==> src/rtl/irqagg_pkg.sv <==
package irqagg_pkg;
    localparam int OPT_W        = 32;
    localparam int OPT_IEN_BIT  = 20;
    localparam int OPT_CODE_LSB = 16;
    localparam int CODE_W       = 4;
    localparam int REG_ADDR_W   = 1;

    localparam logic [REG_ADDR_W-1:0] ADDR_PEND = 1'b0;
    localparam logic [REG_ADDR_W-1:0] ADDR_MASK = 1'b1;

    typedef enum logic {
        IRQ_QUIET  = 1'b0,
        IRQ_RAISED = 1'b1
    } irq_state_e;
endpackage

==> src/rtl/irqagg_code_decode.sv <==
module irqagg_code_decode
    import irqagg_pkg::*;
#(
    parameter int NUM_CH   = 16,
    parameter int NUM_BITS = 16
) (
    input  logic [NUM_CH-1:0]       done_i,
    input  logic [NUM_CH*OPT_W-1:0] opt_i,
    output logic [NUM_BITS-1:0]     set_o
);
    logic [NUM_BITS-1:0] hit [NUM_CH];

    for (genvar ch = 0; ch < NUM_CH; ch++) begin : g_chan
        logic [OPT_W-1:0]  word;
        logic              ien;
        logic [CODE_W-1:0] code;
        logic              unused_fields;

        assign word = opt_i[ch*OPT_W +: OPT_W];
        assign ien  = word[OPT_IEN_BIT];
        assign code = word[OPT_CODE_LSB +: CODE_W];
        // Codes beyond NUM_BITS shift out and select nothing.
        assign hit[ch] = (done_i[ch] && ien) ? (NUM_BITS'(1) << code) : '0;
        assign unused_fields = ^{word[OPT_W-1:OPT_IEN_BIT+1], word[OPT_CODE_LSB-1:0]};
    end

    always_comb begin
        set_o = '0;
        for (int ch = 0; ch < NUM_CH; ch++) begin
            set_o = set_o | hit[ch];
        end
    end
endmodule

==> src/rtl/irqagg_pend_bank.sv <==
module irqagg_pend_bank #(
    parameter int NUM_BITS = 16
) (
    input  logic                clk,
    input  logic                rst_n,
    input  logic [NUM_BITS-1:0] set_i,
    input  logic [NUM_BITS-1:0] clr_i,
    output logic [NUM_BITS-1:0] pend_o
);
    for (genvar b = 0; b < NUM_BITS; b++) begin : g_bit
        always_ff @(posedge clk or negedge rst_n) begin
            if (!rst_n) begin
                pend_o[b] <= 1'b0;
            end else if (set_i[b]) begin
                pend_o[b] <= 1'b1;      // a set outranks a clear
            end else if (clr_i[b]) begin
                pend_o[b] <= 1'b0;
            end
        end
    end
endmodule

==> src/rtl/irqagg_mask_reg.sv <==
module irqagg_mask_reg #(
    parameter int NUM_BITS = 16
) (
    input  logic                clk,
    input  logic                rst_n,
    input  logic                wr_i,
    input  logic [NUM_BITS-1:0] data_i,
    output logic [NUM_BITS-1:0] mask_o
);
    always_ff @(posedge clk or negedge rst_n) begin
        if (!rst_n) begin
            mask_o <= '0;
        end else if (wr_i) begin
            mask_o <= data_i;
        end
    end
endmodule

==> src/rtl/irqagg_irq_fsm.sv <==
module irqagg_irq_fsm
    import irqagg_pkg::*;
#(
    parameter int NUM_BITS = 16
) (
    input  logic                clk,
    input  logic                rst_n,
    input  logic [NUM_BITS-1:0] pend_i,
    input  logic [NUM_BITS-1:0] mask_i,
    output logic                irq_o
);
    irq_state_e state_q, state_d;
    logic       any_live;

    assign any_live = |(pend_i & mask_i);

    always_ff @(posedge clk or negedge rst_n) begin
        if (!rst_n) state_q <= IRQ_QUIET;
        else        state_q <= state_d;
    end

    always_comb begin
        state_d = state_q;
        unique case (state_q)
            IRQ_QUIET:  if (any_live)  state_d = IRQ_RAISED;  // T_ASSERT
            IRQ_RAISED: if (!any_live) state_d = IRQ_QUIET;   // T_RELEASE
            default:                   state_d = IRQ_QUIET;
        endcase
    end

    always_comb begin
        irq_o = (state_q == IRQ_RAISED);
    end
endmodule

==> src/rtl/dma_done_irq_agg.sv <==
module dma_done_irq_agg
    import irqagg_pkg::*;
#(
    parameter int NUM_CH   = 16,
    parameter int NUM_BITS = 16
) (
    input  logic                      clk,
    input  logic                      rst_n,
    input  logic [NUM_CH-1:0]         chan_done,
    input  logic [NUM_CH*OPT_W-1:0]   chan_opt,
    input  logic                      bus_we,
    input  logic [REG_ADDR_W-1:0]     bus_addr,
    input  logic [NUM_BITS-1:0]       bus_wdata,
    output logic [NUM_BITS-1:0]       bus_rdata,
    output logic                      irq_out
);
    logic [NUM_BITS-1:0] set_vec;
    logic [NUM_BITS-1:0] clr_vec;
    logic [NUM_BITS-1:0] pend_q;
    logic [NUM_BITS-1:0] en_q;
    logic                wr_pend;
    logic                wr_mask;

    assign wr_pend = bus_we && (bus_addr == ADDR_PEND);
    assign wr_mask = bus_we && (bus_addr == ADDR_MASK);
    assign clr_vec = wr_pend ? bus_wdata : '0;

    irqagg_code_decode #(.NUM_CH(NUM_CH), .NUM_BITS(NUM_BITS)) u_decode (
        .done_i (chan_done),
        .opt_i  (chan_opt),
        .set_o  (set_vec)
    );

    irqagg_pend_bank #(.NUM_BITS(NUM_BITS)) u_pend (
        .clk    (clk),
        .rst_n  (rst_n),
        .set_i  (set_vec),
        .clr_i  (clr_vec),
        .pend_o (pend_q)
    );

    irqagg_mask_reg #(.NUM_BITS(NUM_BITS)) u_mask (
        .clk    (clk),
        .rst_n  (rst_n),
        .wr_i   (wr_mask),
        .data_i (bus_wdata),
        .mask_o (en_q)
    );

    irqagg_irq_fsm #(.NUM_BITS(NUM_BITS)) u_fsm (
        .clk    (clk),
        .rst_n  (rst_n),
        .pend_i (pend_q),
        .mask_i (en_q),
        .irq_o  (irq_out)
    );

    always_comb begin
        bus_rdata = (bus_addr == ADDR_MASK) ? en_q : pend_q;
    end
endmodule

==> config.mk <==
export PLATFORM = sky130hd
export DESIGN_NAME = dma_done_irq_agg
export DESIGN_NICKNAME = d
export VERILOG_FILES = /design/src/rtl/irqagg_pkg.sv /design/src/rtl/irqagg_code_decode.sv /design/src/rtl/irqagg_pend_bank.sv /design/src/rtl/irqagg_mask_reg.sv /design/src/rtl/irqagg_irq_fsm.sv /design/src/rtl/dma_done_irq_agg.sv
export SDC_FILE = /design/constraint.sdc
export NUM_CORES = 1
export LEC_CHECK = 0
export BUFFER_PORTS_ARGS = -buffer_cell sky130_fd_sc_hd__buf_2
export CORE_AREA = 2 2 218 220
export DETAILED_ROUTE_END_ITERATION = 6
export DIE_AREA = 0 0 220 222
export HOLD_SLACK_MARGIN = 0.06
export PLACE_DENSITY_LB_ADDON = 0.2
export SETUP_SLACK_MARGIN = 0.5
export SYNTH_ARGS = -nofsm -noshare
export SYNTH_HDL_FRONTEND = slang
export SYNTH_SLANG_ARGS = --single-unit
==> constraint.sdc <==
create_clock -name clk -period 1.5 [get_ports clk]
set_input_delay 0.15 -clock clk [delete_from_list [all_inputs] [get_ports clk]]
set_output_delay 0.15 -clock clk [all_outputs]
set_load 0.02 [all_outputs]
# Word-level counts from Yosys, hierarchy flattened
# Index checks and enable logic that the tools add are counted.
totals:
  out_inout_bits: 17
  latchBits: 0
  ff_bits: 33
  ram_bits: 0
  romBits: 0
  mem_count: 0
  word_cells: 137
classes:
  reduce_logical: 35
  magnitude_cmp: 0
  muxes: 51
  bitwise_logic: 17
  multipliers: 0
  n_div: 0
  n_shift: 16
  n_addsub: 0
  n_eq_ne: 0
op_table:
  columns: ["operator", "n"]
  rows:
  - ["$mux 16", 18]
  - ["$shl 1x4->16 const A", 16]
  - ["$or 16x16->16", 15]
  - ["$mux 1", 33]
  - ["$reduce_bool 2->1", 16]
  - ["$logic_and 1x1->1", 18]
  - ["$and 16x16->16", 1]
  - ["$reduce_or 16->1", 1]
  - ["$not 1->1", 1]

# Longest topological paths before layout
logic_depth:
  ltp_word: 18
  mapped_depth: 8

# Hierarchy
# A second synthesis with hierarchy kept.
unflattened:
  hier_cells: 467
  hier_area_um2: 3861.2
by_module_without_submodules:
  columns: ["module", "n_inst", "seq_area_each_um2", "cells_each", "area_per_inst_um2"]
  rows:
  - ["irqagg_code_decode", 1, 0.0, 338, 2138.3]
  - ["irqagg_mask_reg", 1, 400.4, 34, 649.4]
  - ["irqagg_pend_bank", 1, 400.4, 48, 580.6]
  - ["dma_done_irq_agg", 1, 0.0, 37, 366.6]
  - ["irqagg_irq_fsm", 1, 25.0, 10, 126.4]

# Worst setup path before layout
# No wires, ideal clock.
synth_timing:
  path_type: "input -> register"
  start: "in bus_addr"
  end: "reg u_pend.pend_o[7]"
  path_slack_ps: 67
  required_time_ps: 1369
  arrival_ps: 1302
  stages: 7
  path_cell_list: "buf_2 -> nor2b_1 -> buf_4 -> nand2_1 -> a2111oi_0 -> nand2_1 -> or3_1"
synth_via:
  elab_chain_len: 4
synth_rtl:
  columns: ["item", "line_no", "source"]
  rows:
  - ["from (decl)", "dma_done_irq_agg.sv:12", "input logic [REG_ADDR_W-1:0] bus_addr,"]
  - ["$not 1->1", "dma_done_irq_agg.sv:24", "assign wr_pend = bus_we && (bus_addr == ADDR_PEND);"]
  - ["$logic_and 1x1->1", "dma_done_irq_agg.sv:24", null]
  - ["$mux 16", "dma_done_irq_agg.sv:26", "assign clr_vec = wr_pend ? bus_wdata : '0;"]
  - ["$reduce_bool 2->1 (no source line)", null, null]
  - ["to (signal, indexed assignment)", "irqagg_pend_bank.sv:13", "pend_o[b] <= 1'b0;"]
  - ["to (signal, indexed assignment)", "irqagg_pend_bank.sv:15", "pend_o[b] <= 1'b1;"]
  - ["to (signal, indexed assignment)", "irqagg_pend_bank.sv:17", "pend_o[b] <= 1'b0;"]
  - ["to (decl)", "irqagg_pend_bank.sv:8", "output logic [NUM_BITS-1:0] pend_o"]
# No other way between the ends.
# A chain may end at the register's enable or synchronous reset.

# Final worst setup path
layout_timing:
  start: "reg u_pend.pend_o[14]"
  end: "out bus_rdata[14]"
layout_via:
  elab_chain_len: 1
layout_rtl:
  columns: ["item", "line_no", "source"]
  rows:
  - ["$mux 16", "dma_done_irq_agg.sv:59", "bus_rdata = (bus_addr == ADDR_MASK) ? en_q : pend_q;"]
  - ["to (decl)", "dma_done_irq_agg.sv:14", "output logic [NUM_BITS-1:0] bus_rdata,"]
# No other way between the ends.

==> qor.yml <==
run_status: "finished, final reports clean"
avgSynthCellArea_um2: 7.541
synthFlopType: "dfrtp_1"
min_period_ns: 1.440
hold_class: "input port to register"
synth_fp_nets: 1062
worstPathCellList: "buf_6 > mux2_4 > buf_6"
seq_area_frac_synth_pct: 21.30
grt_pass1_wl_mm: 45.11
yosys_warnings: 0
finClkSkew_ns: 0.002467
finalHoldViolCount: 0
place_congestion: 0.9346
dieArea_um2: 48840
wl_met2_mm: 14.33
layout_common_cells: "buf_4 (244), buf_2 (86), buf_6 (68)"
critical_path_class: "register to output port"
cts_root_buf: "clkbuf_16"
crit_path_end: "bus_rdata[14]"
firstDrtPassIters: 5
grtUsageTotal_pct: 13.05
dr_wl_met3_mm: 2.149
htree_levels: 2
fillers: 5276
viasPerCell: 4.014
synth-edff-count: 0
crit_arrival_ns: 1.29
cts_tree: "yes"
final_layout_size_suffix_gt1_share_pct: 62.45
fmax_ghz: 0.6946
cap_violations: 0
final_common_cell: "buf_4"
synthArstFlopShare_pct: 100.0
initial_core_util_pct: 8.379
p_per_area_nw_per_um2: 582.7
p_leak_nw: 3.510
pre_cts_ws_ns: -0.3529
finalPower_w: 0.005092
routed_wl_mm: 32.69
syn_inst: 514
rsz0062_at_grt: "true"
coreArea_um2: 46260
die_w_um: 220
clockBufferDepth: 2
numClockSinks: 33
crit_path_end_kind: "output port"
clk_latency_ns: 0.28
highest_layer: "met5"
critical-path-max-stage-delay_ns: 0.46
r2r_setup_slack_ns: 0.07
fin_ws_ns: 0.06030
drt_iter0_markers: 412
grt_start_max_net_pins: 34
wirelength_met1_mm: 15.55
place_hpwl_mm: 28.82
rows: 79
die_h_um: 222
gr-total-overflow: 0
worstMarginPinSlew_ns: 0.7456
setup_viol: 0
wl_per_cell_um: 21.45
ys_ff_latch: 33
slew_headroom_pct: 49.83
worstSetupStartpointType: "register"
required_ns: 1.35
fin_tns_setup_ns: 0
antenna_found_initial: 5
r2r_start: "u_pend.pend_o[0]"
synth_area_um2: 3876
numCtsBuffers: 5
area_delta_synth_final_pct: 125.5
peakVddDrop_uv: 427.8
io_buffer_count: 132
route.detailed.drc: 0
fin_crit_sh_pct: 95.98
clk_pin_slew_ns: 0.06
rr_endpoint: "u_pend.pend_o[0]"
fin_nets: 1463
slew_violations: 0
critPathSlowestCell: "dfrtp_2"
path_max_fanout: 2
ios: 565
cpMostUsedCell: "buf_6"
r2r_cells: 3
ant_nets: 0
dr_total_vias: 6118
grt_pass1_vias: 6138
yosysUniqueCellTypes: 55
crit_start: "u_pend.pend_o[14]"
-- flip-flops by register name, indices dropped and copies added (netlist names) --
register	count
u_pend.pend_o	16
u_fsm.irq_o	1
u_mask.mask_o	16
-- metrics by stage --
step | utilization, % | cell area [um^2] | hold WS, ns | instances
floorplan | - | 4020 | -0.1456 | 514
global placement | 15.59 | 7213 | 0.2583 | 1480
detailed placement | 15.59 | 7213 | 0.2524 | 1480
CTS | 17.98 | 8318 | 0.1180 | 1509
global route | 18.89 | 8737 | 0.1192 | 1523
finish | 18.89 | 8740 | 0.1183 | 1524
-- cell families (layout without fill, tap and decap cells) --
group | Yosys count | after routing | share of synthesized area [%]
and+or+nand+nor | 312 | 312 | 45.38
other | 0 | 1 | 0
buffers and inverters | 20 | 422 | 2.453
AOI/OAI and AO/OA | 117 | 117 | 21.56
DFF | 33 | 33 | 21.30
muxes | 32 | 32 | 9.296
-- worst max-delay path: cells and delay by family (launching register included) --
kind | cells | cell delay (ns)
flip-flops | 1 | 0.46
buffers and inverters | 2 | 0.27
multiplexers | 1 | 0.27
-- where the power goes --
part           internal (W)  switching, W
Combinational       0.00151       0.00126
Clock              0.000612      0.000441
Sequential          0.00106      0.000210
-- worst min-delay path by stage --
stage,start,to,slack [ns],cells past startpoint
after floorplan,rst_n,u_fsm.irq_o,-0.15,0
after global placement,rst_n,u_pend.pend_o[4],0.26,2
after detailed placement,rst_n,u_pend.pend_o[4],0.25,2
after CTS,bus_wdata[0],u_mask.mask_o[0],0.12,2
after global routing,bus_wdata[0],u_mask.mask_o[0],0.12,2
final,bus_wdata[0],u_mask.mask_o[0],0.12,2
-- layout make-up --
type,count,area [um^2],share of cell area [%]
timing repair buffer,410,3243,37.11
tap,607,759.5,8.690
sequential,33,837.1,9.578
inverter,4,17.52,0.2004
clock buffer,6,128.9,1.475
multi-input combinational,461,3741,42.81
clock inverter,2,10.01,0.1145
antenna,1,2.502,0.02863
-- what timing repair did --
action / CTS / global route
endpoints found under the hold margin: 33 / 0
setup buffers: 20 / 14
pin swaps: 43 / 36
endpoints found under the setup margin: 34 / 48
gates cloned: 0 / 0
hold buffers: 1 / 0
resized for setup: 188 / 71
-- per-layer routing --
| metal | global-route usage [%] | up-vias |
|---|---|---|
| met1 | 18.57 | 2959 |
| met3 | 2.373 | 33 |
| met2 | 20.24 | 225 |
| met5 | 0 | - |
| met4 | 3.009 | 8 |
| li1 | - | 2893 |
-- Yosys cell counts (4+ instances only) --
cell	count	area (um^2)
a2111oi_0	7	61.31
a21oi_1	8	40.04
a221oi_1	6	52.55
a22o_1	4	35.03
a22oi_1	6	45.04
a31oi_1	6	37.54
buf_2	7	35.03
clkbuf_1	5	18.77
dfrtp_1	33	825.8
inv_1	4	15.01
mux2_2	32	360.4
nand2_1	48	180.2
nand2b_1	21	131.4
nand3_1	19	95.09
nand4_1	22	137.6
nand4b_1	26	227.7
nand4bb_1	4	45.04
nor2_1	56	210.2
nor2b_1	4	25.02
nor3_1	49	245.2
nor4_1	20	125.1
nor4bb_1	4	40.04
o2111ai_1	4	35.03
o211ai_1	4	30.03
o22ai_1	45	281.5
o32ai_1	4	35.03
or2b_1	5	37.54
or2b_2	5	43.79
or3_1	11	68.82
(Power assumes the default switching activity.)
